--- config.mk ---
export PLATFORM = sky130hd
export DESIGN_NAME = ulog_accum
export DESIGN_NICKNAME = d
export VERILOG_FILES = /design/src/rtl/ulog_pkg.sv /design/src/rtl/ulog_err_bank.sv /design/src/rtl/ulog_hour_div.sv /design/src/rtl/ulog_image.sv /design/src/rtl/ulog_accum.sv
export SDC_FILE = /design/constraint.sdc
export NUM_CORES = 1
export LEC_CHECK = 0
export BUFFER_PORTS_ARGS = -buffer_cell sky130_fd_sc_hd__buf_2
export CORE_MARGIN = 2
export CORE_UTILIZATION = 50
export DETAILED_ROUTE_END_ITERATION = 12
export PLACE_DENSITY = 0.71
export SLEW_MARGIN = 20
export SYNTH_ARGS = -nofsm -noshare
export SYNTH_HDL_FRONTEND = slang
export SYNTH_SLANG_ARGS = --single-unit
--- constraint.sdc ---
create_clock -name clk -period 13.3 [get_ports clk]
set_clock_uncertainty 0.2 [all_clocks]
set_input_delay 2.66 -clock clk [delete_from_list [all_inputs] [get_ports clk]]
set_output_delay 2.66 -clock clk [all_outputs]
set_load 0.005 [all_outputs]
--- src/rtl/ulog_pkg.sv ---
package ulog_pkg;

    localparam int IMG_BYTES     = 8;
    localparam int ERR_CNT       = 4;
    localparam int OFS_CSUM      = 0;
    localparam int OFS_ERR0      = 1;
    localparam int OFS_HR_LO     = 5;
    localparam int OFS_HR_HI     = 6;
    localparam int SECS_PER_HOUR = 3600;
    localparam int LEN_W         = $clog2(IMG_BYTES + 1);
    localparam int ADDR_W        = $clog2(IMG_BYTES);

    typedef logic [7:0] byte_t;
    typedef logic [IMG_BYTES-1:0][7:0] image_t;

    typedef enum logic [1:0] {
        ST_IDLE,
        ST_DIV,
        ST_MERGE,
        ST_CSUM
    } phase_t;

    typedef struct packed {
        logic [IMG_BYTES-1:0] mask;
        logic [LEN_W-1:0]     len;
        byte_t                csum;
    } report_t;

    function automatic byte_t sat_add8(byte_t a, byte_t b);
        logic [8:0] s;
        s = {1'b0, a} + {1'b0, b};
        return s[8] ? 8'hFF : s[7:0];
    endfunction

    function automatic byte_t image_sum(image_t img);
        byte_t acc;
        acc = 8'h00;
        for (int k = 1; k < IMG_BYTES; k++) acc = acc + img[k];
        return acc;
    endfunction

    function automatic logic [LEN_W-1:0] write_span(logic [IMG_BYTES-1:0] m);
        logic [LEN_W-1:0] len;
        len = '0;
        for (int k = 1; k < IMG_BYTES; k++)
            if (m[k]) len = LEN_W'(k + 1);
        return len;
    endfunction

endpackage

--- src/rtl/ulog_err_bank.sv ---
module ulog_err_bank
    import ulog_pkg::*;
#(
    parameter int CNT = ERR_CNT
) (
    input  logic                     clk,
    input  logic                     rst,
    input  logic                     inc_valid,
    input  logic [$clog2(CNT)-1:0]   inc_sel,
    input  byte_t                    inc_amt,
    input  logic                     take,
    output logic [CNT-1:0][7:0]      snap,
    output logic                     any_pend
);

    byte_t pend_q [CNT];
    byte_t snap_q [CNT];

    for (genvar g = 0; g < CNT; g++) begin : g_cnt
        logic hit;
        assign hit = inc_valid && (int'(inc_sel) == g);

        always_ff @(posedge clk) begin
            if (rst) begin
                pend_q[g] <= 8'h00;
                snap_q[g] <= 8'h00;
            end else if (take) begin
                snap_q[g] <= pend_q[g];
                pend_q[g] <= hit ? inc_amt : 8'h00;
            end else if (hit) begin
                pend_q[g] <= sat_add8(pend_q[g], inc_amt);
            end
        end

        assign snap[g] = snap_q[g];

        // without a merge, a pending tally only grows (saturates, never wraps)
        a_r2_pend_no_drop: assert property (@(posedge clk) disable iff (rst)
            !take |=> pend_q[g] >= $past(pend_q[g]));
        // the captured value only moves when a flush is accepted
        a_r9_snap_hold: assert property (@(posedge clk) disable iff (rst)
            !take |=> $stable(snap_q[g]));
    end

    always_comb begin
        any_pend = 1'b0;
        for (int i = 0; i < CNT; i++) any_pend = any_pend | (pend_q[i] != 8'h00);
    end

endmodule

--- src/rtl/ulog_hour_div.sv ---
module ulog_hour_div #(
    parameter int DIN_W   = 20,
    parameter int DIVISOR = 3600,
    parameter int REM_W   = $clog2(DIVISOR)
) (
    input  logic              clk,
    input  logic              rst,
    input  logic              start,
    input  logic [DIN_W-1:0]  din,
    output logic              done,
    output logic [DIN_W-1:0]  quot,
    output logic [REM_W-1:0]  rem
);

    localparam int TW    = REM_W + 1;
    localparam int CNT_W = $clog2(DIN_W + 1);
    localparam logic [TW-1:0] DIV_C = TW'(DIVISOR);

    logic [DIN_W-1:0] dvd_q, quot_q;
    logic [REM_W-1:0] rem_q;
    logic [CNT_W-1:0] cnt_q;
    logic             run_q, done_q;
    logic [TW-1:0]    trial, diff;
    logic             ge;

    assign trial = {rem_q, dvd_q[DIN_W-1]};
    assign ge    = trial >= DIV_C;
    assign diff  = trial - DIV_C;

    always_ff @(posedge clk) begin
        if (rst) begin
            dvd_q  <= '0;
            quot_q <= '0;
            rem_q  <= '0;
            cnt_q  <= '0;
            run_q  <= 1'b0;
            done_q <= 1'b0;
        end else begin
            done_q <= 1'b0;
            if (start) begin
                dvd_q  <= din;
                quot_q <= '0;
                rem_q  <= '0;
                cnt_q  <= CNT_W'(DIN_W);
                run_q  <= 1'b1;
            end else if (run_q) begin
                rem_q  <= ge ? diff[REM_W-1:0] : trial[REM_W-1:0];
                quot_q <= {quot_q[DIN_W-2:0], ge};
                dvd_q  <= dvd_q << 1;
                cnt_q  <= cnt_q - 1'b1;
                if (cnt_q == CNT_W'(1)) begin
                    run_q  <= 1'b0;
                    done_q <= 1'b1;
                end
            end
        end
    end

    assign done = done_q;
    assign quot = quot_q;
    assign rem  = rem_q;

    // partial remainder always stays below one hour
    a_r5_rem_bound: assert property (@(posedge clk) disable iff (rst)
        rem_q < REM_W'(DIVISOR));
    // the division reports completion exactly when it stops stepping
    a_r5_div_finish: assert property (@(posedge clk) disable iff (rst)
        $fell(run_q) |-> done_q);

endmodule

--- src/rtl/ulog_image.sv ---
module ulog_image
    import ulog_pkg::*;
(
    input  logic                  clk,
    input  logic                  rst,
    input  logic [IMG_BYTES-1:0]  wr_en,
    input  image_t                wr_data,
    input  logic [ADDR_W-1:0]     rd_addr,
    output byte_t                 rd_data,
    output image_t                img
);

    byte_t mem_q [IMG_BYTES];

    for (genvar k = 0; k < IMG_BYTES; k++) begin : g_byte
        always_ff @(posedge clk) begin
            if (rst)           mem_q[k] <= 8'h00;
            else if (wr_en[k]) mem_q[k] <= wr_data[k];
        end
        assign img[k] = mem_q[k];

        // a byte without a write strobe keeps its value
        a_r7_byte_hold: assert property (@(posedge clk) disable iff (rst)
            !wr_en[k] |=> $stable(mem_q[k]));
    end

    assign rd_data = mem_q[rd_addr];

endmodule

--- src/rtl/ulog_accum.sv ---
module ulog_accum
    import ulog_pkg::*;
#(
    parameter int SEC_W = 20
) (
    input  logic         clk,
    input  logic         rst,
    input  logic         inc_valid,
    input  logic [1:0]   inc_sel,
    input  logic [7:0]   inc_amt,
    input  logic         sec_tick,
    input  logic         flush_req,
    output logic         busy,
    output logic         done,
    output logic [7:0]   chg_mask,
    output logic [3:0]   wr_len,
    output logic [7:0]   csum,
    input  logic         ld_en,
    input  logic [2:0]   ld_addr,
    input  logic [7:0]   ld_data,
    input  logic [2:0]   rd_addr,
    output logic [7:0]   rd_data
);

    localparam int REM_W  = $clog2(SECS_PER_HOUR);
    localparam int HSUM_W = ((SEC_W > 16) ? SEC_W : 16) + 1;
    localparam logic [SEC_W-1:0]  HOUR_S  = SEC_W'(SECS_PER_HOUR);
    localparam logic [HSUM_W-1:0] HRS_MAX = HSUM_W'(16'hFFFF);

    phase_t               state_q;
    report_t              rep_q;
    logic                 done_q;
    logic [SEC_W-1:0]     sec_q, sec_sub, sec_nx, snap_sec_q, quot;
    logic [REM_W-1:0]     rem;
    logic                 div_done, any_pend, active, take, take_hours;
    logic [ERR_CNT-1:0][7:0] snap_err;
    image_t               img_q, merged, wr_data;
    logic [IMG_BYTES-1:0] wr_en, merge_mask;
    logic [15:0]          hrs_old, hrs_new;
    logic [HSUM_W-1:0]    hrs_sum;
    byte_t                csum_new;

    ulog_err_bank #(.CNT(ERR_CNT)) u_err (
        .clk      (clk),
        .rst      (rst),
        .inc_valid(inc_valid),
        .inc_sel  (inc_sel),
        .inc_amt  (inc_amt),
        .take     (take),
        .snap     (snap_err),
        .any_pend (any_pend)
    );

    ulog_hour_div #(.DIN_W(SEC_W), .DIVISOR(SECS_PER_HOUR), .REM_W(REM_W)) u_div (
        .clk  (clk),
        .rst  (rst),
        .start(take),
        .din  (sec_q),
        .done (div_done),
        .quot (quot),
        .rem  (rem)
    );

    ulog_image u_img (
        .clk    (clk),
        .rst    (rst),
        .wr_en  (wr_en),
        .wr_data(wr_data),
        .rd_addr(rd_addr),
        .rd_data(rd_data),
        .img    (img_q)
    );

    assign active     = any_pend || (sec_q >= HOUR_S);
    assign take       = (state_q == ST_IDLE) && flush_req && active;
    assign take_hours = snap_sec_q > HOUR_S;

    // merged image: saturating tallies and saturating hours
    always_comb begin
        merged = img_q;
        for (int i = 0; i < ERR_CNT; i++)
            merged[OFS_ERR0+i] = sat_add8(img_q[OFS_ERR0+i], snap_err[i]);
        hrs_old = {img_q[OFS_HR_HI], img_q[OFS_HR_LO]};
        hrs_sum = HSUM_W'(hrs_old) + HSUM_W'(quot);
        if (!take_hours)          hrs_new = hrs_old;
        else if (hrs_sum > HRS_MAX) hrs_new = 16'hFFFF;
        else                      hrs_new = hrs_sum[15:0];
        merged[OFS_HR_LO] = hrs_new[7:0];
        merged[OFS_HR_HI] = hrs_new[15:8];
        for (int k = 0; k < IMG_BYTES; k++)
            merge_mask[k] = merged[k] != img_q[k];
    end

    assign csum_new = image_sum(img_q);

    // image write steering: loads when idle, differing bytes on merge, checksum last
    always_comb begin
        wr_en   = '0;
        wr_data = merged;
        unique case (state_q)
            ST_IDLE: begin
                if (ld_en) begin
                    wr_en[ld_addr]   = 1'b1;
                    wr_data[ld_addr] = ld_data;
                end
            end
            ST_MERGE: wr_en = merge_mask;
            ST_CSUM: begin
                wr_en[OFS_CSUM]   = 1'b1;
                wr_data[OFS_CSUM] = csum_new;
            end
            default: wr_en = '0;
        endcase
    end

    // seconds: hours removed on merge, tick saturates at full scale
    always_comb begin
        sec_sub = sec_q;
        if (state_q == ST_MERGE && take_hours)
            sec_sub = sec_q - (snap_sec_q - SEC_W'(rem));
        sec_nx = (sec_tick && sec_sub != '1) ? sec_sub + 1'b1 : sec_sub;
    end

    always_ff @(posedge clk) begin
        if (rst) begin
            state_q    <= ST_IDLE;
            rep_q      <= '0;
            done_q     <= 1'b0;
            sec_q      <= '0;
            snap_sec_q <= '0;
        end else begin
            done_q <= 1'b0;
            sec_q  <= sec_nx;
            unique case (state_q)
                ST_IDLE: begin
                    if (take) begin
                        snap_sec_q <= sec_q;
                        state_q    <= ST_DIV;
                    end else if (flush_req) begin
                        rep_q.mask <= '0;
                        rep_q.len  <= '0;
                        rep_q.csum <= img_q[OFS_CSUM];
                        done_q     <= 1'b1;
                    end
                end
                ST_DIV: begin
                    if (div_done) state_q <= ST_MERGE;
                end
                ST_MERGE: begin
                    rep_q.mask <= merge_mask;
                    state_q    <= ST_CSUM;
                end
                ST_CSUM: begin
                    rep_q.mask[OFS_CSUM] <= csum_new != img_q[OFS_CSUM];
                    rep_q.len            <= write_span(rep_q.mask);
                    rep_q.csum           <= csum_new;
                    done_q               <= 1'b1;
                    state_q              <= ST_IDLE;
                end
                default: state_q <= ST_IDLE;
            endcase
        end
    end

    assign busy     = state_q != ST_IDLE;
    assign done     = done_q;
    assign chg_mask = rep_q.mask;
    assign wr_len   = rep_q.len;
    assign csum     = rep_q.csum;

    // done is a single-cycle pulse
    a_r10_done_pulse: assert property (@(posedge clk) disable iff (rst)
        done |=> !done);
    // leaving busy always coincides with done
    a_r10_busy_to_done: assert property (@(posedge clk) disable iff (rst)
        $fell(busy) |-> done);
    // loads are blocked while the divider runs
    a_r10_no_load_busy: assert property (@(posedge clk) disable iff (rst)
        (state_q == ST_DIV) |=> $stable(img_q));
    // a merge never lowers the stored hours
    a_r6_hours_rise: assert property (@(posedge clk) disable iff (rst)
        (state_q == ST_MERGE) |=> {img_q[OFS_HR_HI], img_q[OFS_HR_LO]}
                                  >= $past({img_q[OFS_HR_HI], img_q[OFS_HR_LO]}));
    // without an hours transfer the seconds count does not drop
    a_r5_sec_kept: assert property (@(posedge clk) disable iff (rst)
        (state_q == ST_MERGE && !take_hours) |=> sec_q >= $past(sec_q));
    // no changed data byte means nothing to write back
    a_r7_len_zero: assert property (@(posedge clk) disable iff (rst)
        (done && chg_mask[IMG_BYTES-1:1] == '0) |-> wr_len == '0);
    // reported checksum matches the stored checksum byte
    a_r8_csum_match: assert property (@(posedge clk) disable iff (rst)
        done |-> csum == img_q[OFS_CSUM]);

    for (genvar e = 0; e < ERR_CNT; e++) begin : g_chk
        // a merge never lowers a stored tally
        a_r3_tally_rise: assert property (@(posedge clk) disable iff (rst)
            (state_q == ST_MERGE) |=> img_q[OFS_ERR0+e] >= $past(img_q[OFS_ERR0+e]));
    end

endmodule

==> qor.yml <==
clock_tree:
  postCtsResizedCells: 0
  cts_hold_buffers: 0
  cts.sink_count: 248
  cts-root-to-sink-buffers: 3
  clk_transition_reported_paths_ns: 0.06
  tritoncts: "built"
  numCtsBuffers: 28
  cts_setup_buffers: 0
  cts-root-buf: "sky130_fd_sc_hd__clkbuf_16"
  ctsHtreeMaxLevel: 1
  worstSkewPairLatency_ns: 0.55
global_routing:
  first_global_vias: 15600
  grt_overflow: 0
  maximum_number_of_pins_on_one_net_before_global_route_repair: 88
  gr-usage-met2: 0.431
  grt_pass1_wl_um: 85100
  gr-usage-met3: 0.0403
  groute.layer.met1.usage: 0.376
  grt_antenna_before_repair: 1
  gr-max-usage-layer: "met2"
  gr-usage-all-layers: 0.270
placement:
  dp_worst_slack_ns: 6.36
  place.gp.congestion: 0.953
  dpl.hpwl_um: 40700
  io_buffer_count: 57
synth:
  ys_async_sr_fraction: 0
  synth_top_cells_by_area: "sky130_fd_sc_hd__edfxtp_1, sky130_fd_sc_hd__dfxtp_1, sky130_fd_sc_hd__ha_1"
  ys_dominant_reg_cell: "sky130_fd_sc_hd__edfxtp_1"
  synth_seq_cells: 248
  synth.top_cell.area_share: 0.201
  synth_area_sq_mm: 0.0191
  synth_most_common_cell: "sky130_fd_sc_hd__nor2_1"
  total_of_warnings_raised_by_yosys: 0
  proportion_of_synthesized_chip_area_in_sequential_cells: 0.327
  synth-edff-count: 128
  post_synth.cell_area_avg_sq_um: 9.05
  synth_area_leader_cell: "sky130_fd_sc_hd__edfxtp_1"
  post_synth_num_cell_types: 95
  synth.top_cells.by_count: "sky130_fd_sc_hd__nor2_1, sky130_fd_sc_hd__nand2_1, sky130_fd_sc_hd__a21oi_1"
  synthCells: 2110
critical_path:
  crit_path_start_kind: "input pin"
  crit_type: "input pin to primary output"
  critical_path_peak_fanout: 16
  critical_path.endpoint_type: "primary output"
  critical_path_arrival_ns: 4.08
  required_ns: 10.44
detailed_routing:
  via_count_normalized_by_instance_count: 6.18
  drt_drc_violations_left: 0
  final_wirelength_um: 53500
  detail_route.wl_per_cell_um: 20.2
  drt.antenna.violating_nets: 0
  detailedRoute.firstIterationViolations: 1585
  drt_pre_antenna_iters: 6
  routed-via-count: 16400
floorplan:
  row_count: 71
  dieHeight_um: 199
  die-area_sq_mm: 0.0398
  die_w_um: 199
  core_sq_mm: 0.0377
  effective_utilization_at_floorplan: 0.507
  ios: 60
final_layout:
  area_delta_synth_final_pct: 8.23
  total_inserted_antenna_cells: 0
  design.final.nets: 2328
  layout_cell_share_with_drive_strength_beyond_1: 0.0957
sta:
  worst_slack_ns: 6.36
  timing_max_transition_violations_final: 0
  final_hold_viol_count: 0
  timing.max_slew.rel_slack: 0.235
  rsz0062_at_grt: "false"
  final-setup-viol-count: 0
  layout_min_cycle_time_ns: 6.94
  fin_setup_tns_ns: 0
  period_share: 0.522
  fmax_mhz: 144
  tightest_slew_ns: 1.14
power:
  power-per-cell-area_mw_per_mm2: 177
  vdd_ir_drop_max_mv: 0.210
  power.leakage_nw: 8.13
min_path:
  hold_class: "register to register"
run:
  drv_cap: 0
run_status:
  run_status: "finished, final reports clean"
## metrics by stage
| step | power (mW) | hold WS, ns | cell area (sq um) | util | std cells |
|---|---|---|---|---|---|
| CTS | 3.64 | 0.258 | 20700 | 0.549 | 2652 |
| detailed placement | 2.86 | 0.249 | 19700 | 0.524 | 2600 |
| global placement | 2.81 | 0.244 | 19700 | 0.524 | 2600 |
| floorplan | 2.42 | 0.244 | 19100 | - | 2111 |
| global route | 3.91 | 0.297 | 20700 | 0.549 | 2652 |
| finish | 3.66 | 0.257 | 20700 | 0.549 | 2652 |
## flip-flops by register name (all words and copies together) (netlist names), 7 cells and up
signal and cells:
u_img.mem_q 64, u_div.dvd_q 20, u_err.pend_q 32, csum 8, u_err.snap_q 32, snap_sec_q 20, u_div.rem 12, chg_mask 7
sec_q 20, u_div.quot 20
## power breakdown
group / leakage, nW / internal [mW] / switching [mW] / total [mW]
clock network: 0.452 / 0.460 / 0.308 / 0.768
logic: 5.34 / 0.752 / 1.09 / 1.84
registers: 2.34 / 0.917 / 0.138 / 1.06
total: 8.13 / 2.13 / 1.54 / 3.66
## cells in the final DEF, fill, tap and decap left out, types with 9 or more instances in the layout
master	n
sky130_fd_sc_hd__nor2_1	200
sky130_fd_sc_hd__nand2_1	174
sky130_fd_sc_hd__a21oi_1	160
sky130_fd_sc_hd__inv_1	144
sky130_fd_sc_hd__edfxtp_1	128
sky130_fd_sc_hd__ha_1	126
sky130_fd_sc_hd__dfxtp_1	119
sky130_fd_sc_hd__o21ai_0	81
sky130_fd_sc_hd__xnor2_1	65
sky130_fd_sc_hd__nor3_1	63
sky130_fd_sc_hd__a211oi_1	56
sky130_fd_sc_hd__buf_2	56
sky130_fd_sc_hd__fa_1	53
sky130_fd_sc_hd__xor2_1	51
sky130_fd_sc_hd__mux2i_1	47
sky130_fd_sc_hd__mux2_2	38
sky130_fd_sc_hd__and2_1	37
sky130_fd_sc_hd__nand3_1	37
sky130_fd_sc_hd__a21o_1	33
sky130_fd_sc_hd__nor4_1	32
sky130_fd_sc_hd__clkbuf_16	31
sky130_fd_sc_hd__nand4_1	23
sky130_fd_sc_hd__a31oi_1	20
sky130_fd_sc_hd__nor2b_1	19
sky130_fd_sc_hd__a21boi_0	18
sky130_fd_sc_hd__or3_1	18
sky130_fd_sc_hd__o31ai_1	18
sky130_fd_sc_hd__mux4_2	16
sky130_fd_sc_hd__nand2b_1	16
sky130_fd_sc_hd__and3_1	15
sky130_fd_sc_hd__buf_4	14
sky130_fd_sc_hd__o21a_1	13
sky130_fd_sc_hd__o211a_1	12
sky130_fd_sc_hd__clkbuf_1	12
sky130_fd_sc_hd__nor3b_1	11
sky130_fd_sc_hd__a311oi_1	11
sky130_fd_sc_hd__o211ai_1	10
sky130_fd_sc_hd__or2_2	9
## worst max-delay path, stage by stage
cell and delay [ns]:
sky130_fd_sc_hd__buf_2 0.42, sky130_fd_sc_hd__mux4_2 0.58, sky130_fd_sc_hd__mux2_2 0.28, sky130_fd_sc_hd__buf_2 0.13
## cell families (layout without fill, tap and decap cells)
kind of cell    after synthesis  count (layout)  synth area share
buf+inv                     237             267            0.0486
compound gates              545             545             0.193
other cells                   1               2          0.000196
mux                         103             103            0.0673
fa+ha+maj                   179             179             0.138
flops                       248             248             0.327
simple gates                681             681             0.172
xor+xnor                    116             116            0.0532
## area by class of cell
cell class,count,area [sq um]
clock inverters,6,56.3
flip-flops and latches,248,6250
inverters,145,544
fillers,3407,17000
well taps,511,639
repair buffers,70,385
multi-input cells,1626,11900
clock buffers,46,862
## final timing paths
path | from | endpoint | slack, ns | cells past startpoint
worst min register to register | csum[2]$_SDFFE_PP0P_ | csum[2]$_SDFFE_PP0P_ | 0.26 | 2
worst max-delay path | rd_addr[0] | rd_data[5] | 6.36 | 4
worst max register to register | sec_q[7]$_SDFF_PP0_ | sec_q[3]$_SDFF_PP0_ | 8.01 | 14
worst min-delay path | csum[2]$_SDFFE_PP0P_ | csum[2]$_SDFFE_PP0P_ | 0.26 | 2
## layer usage
metal / vias up / part of all wire
li1: 7719 / -
met1: 7835 / 0.43
met2: 705 / 0.45
met3: 121 / 0.080
met4: 0 / 0.033
met5: - / 0
(Power assumes the default switching activity.)
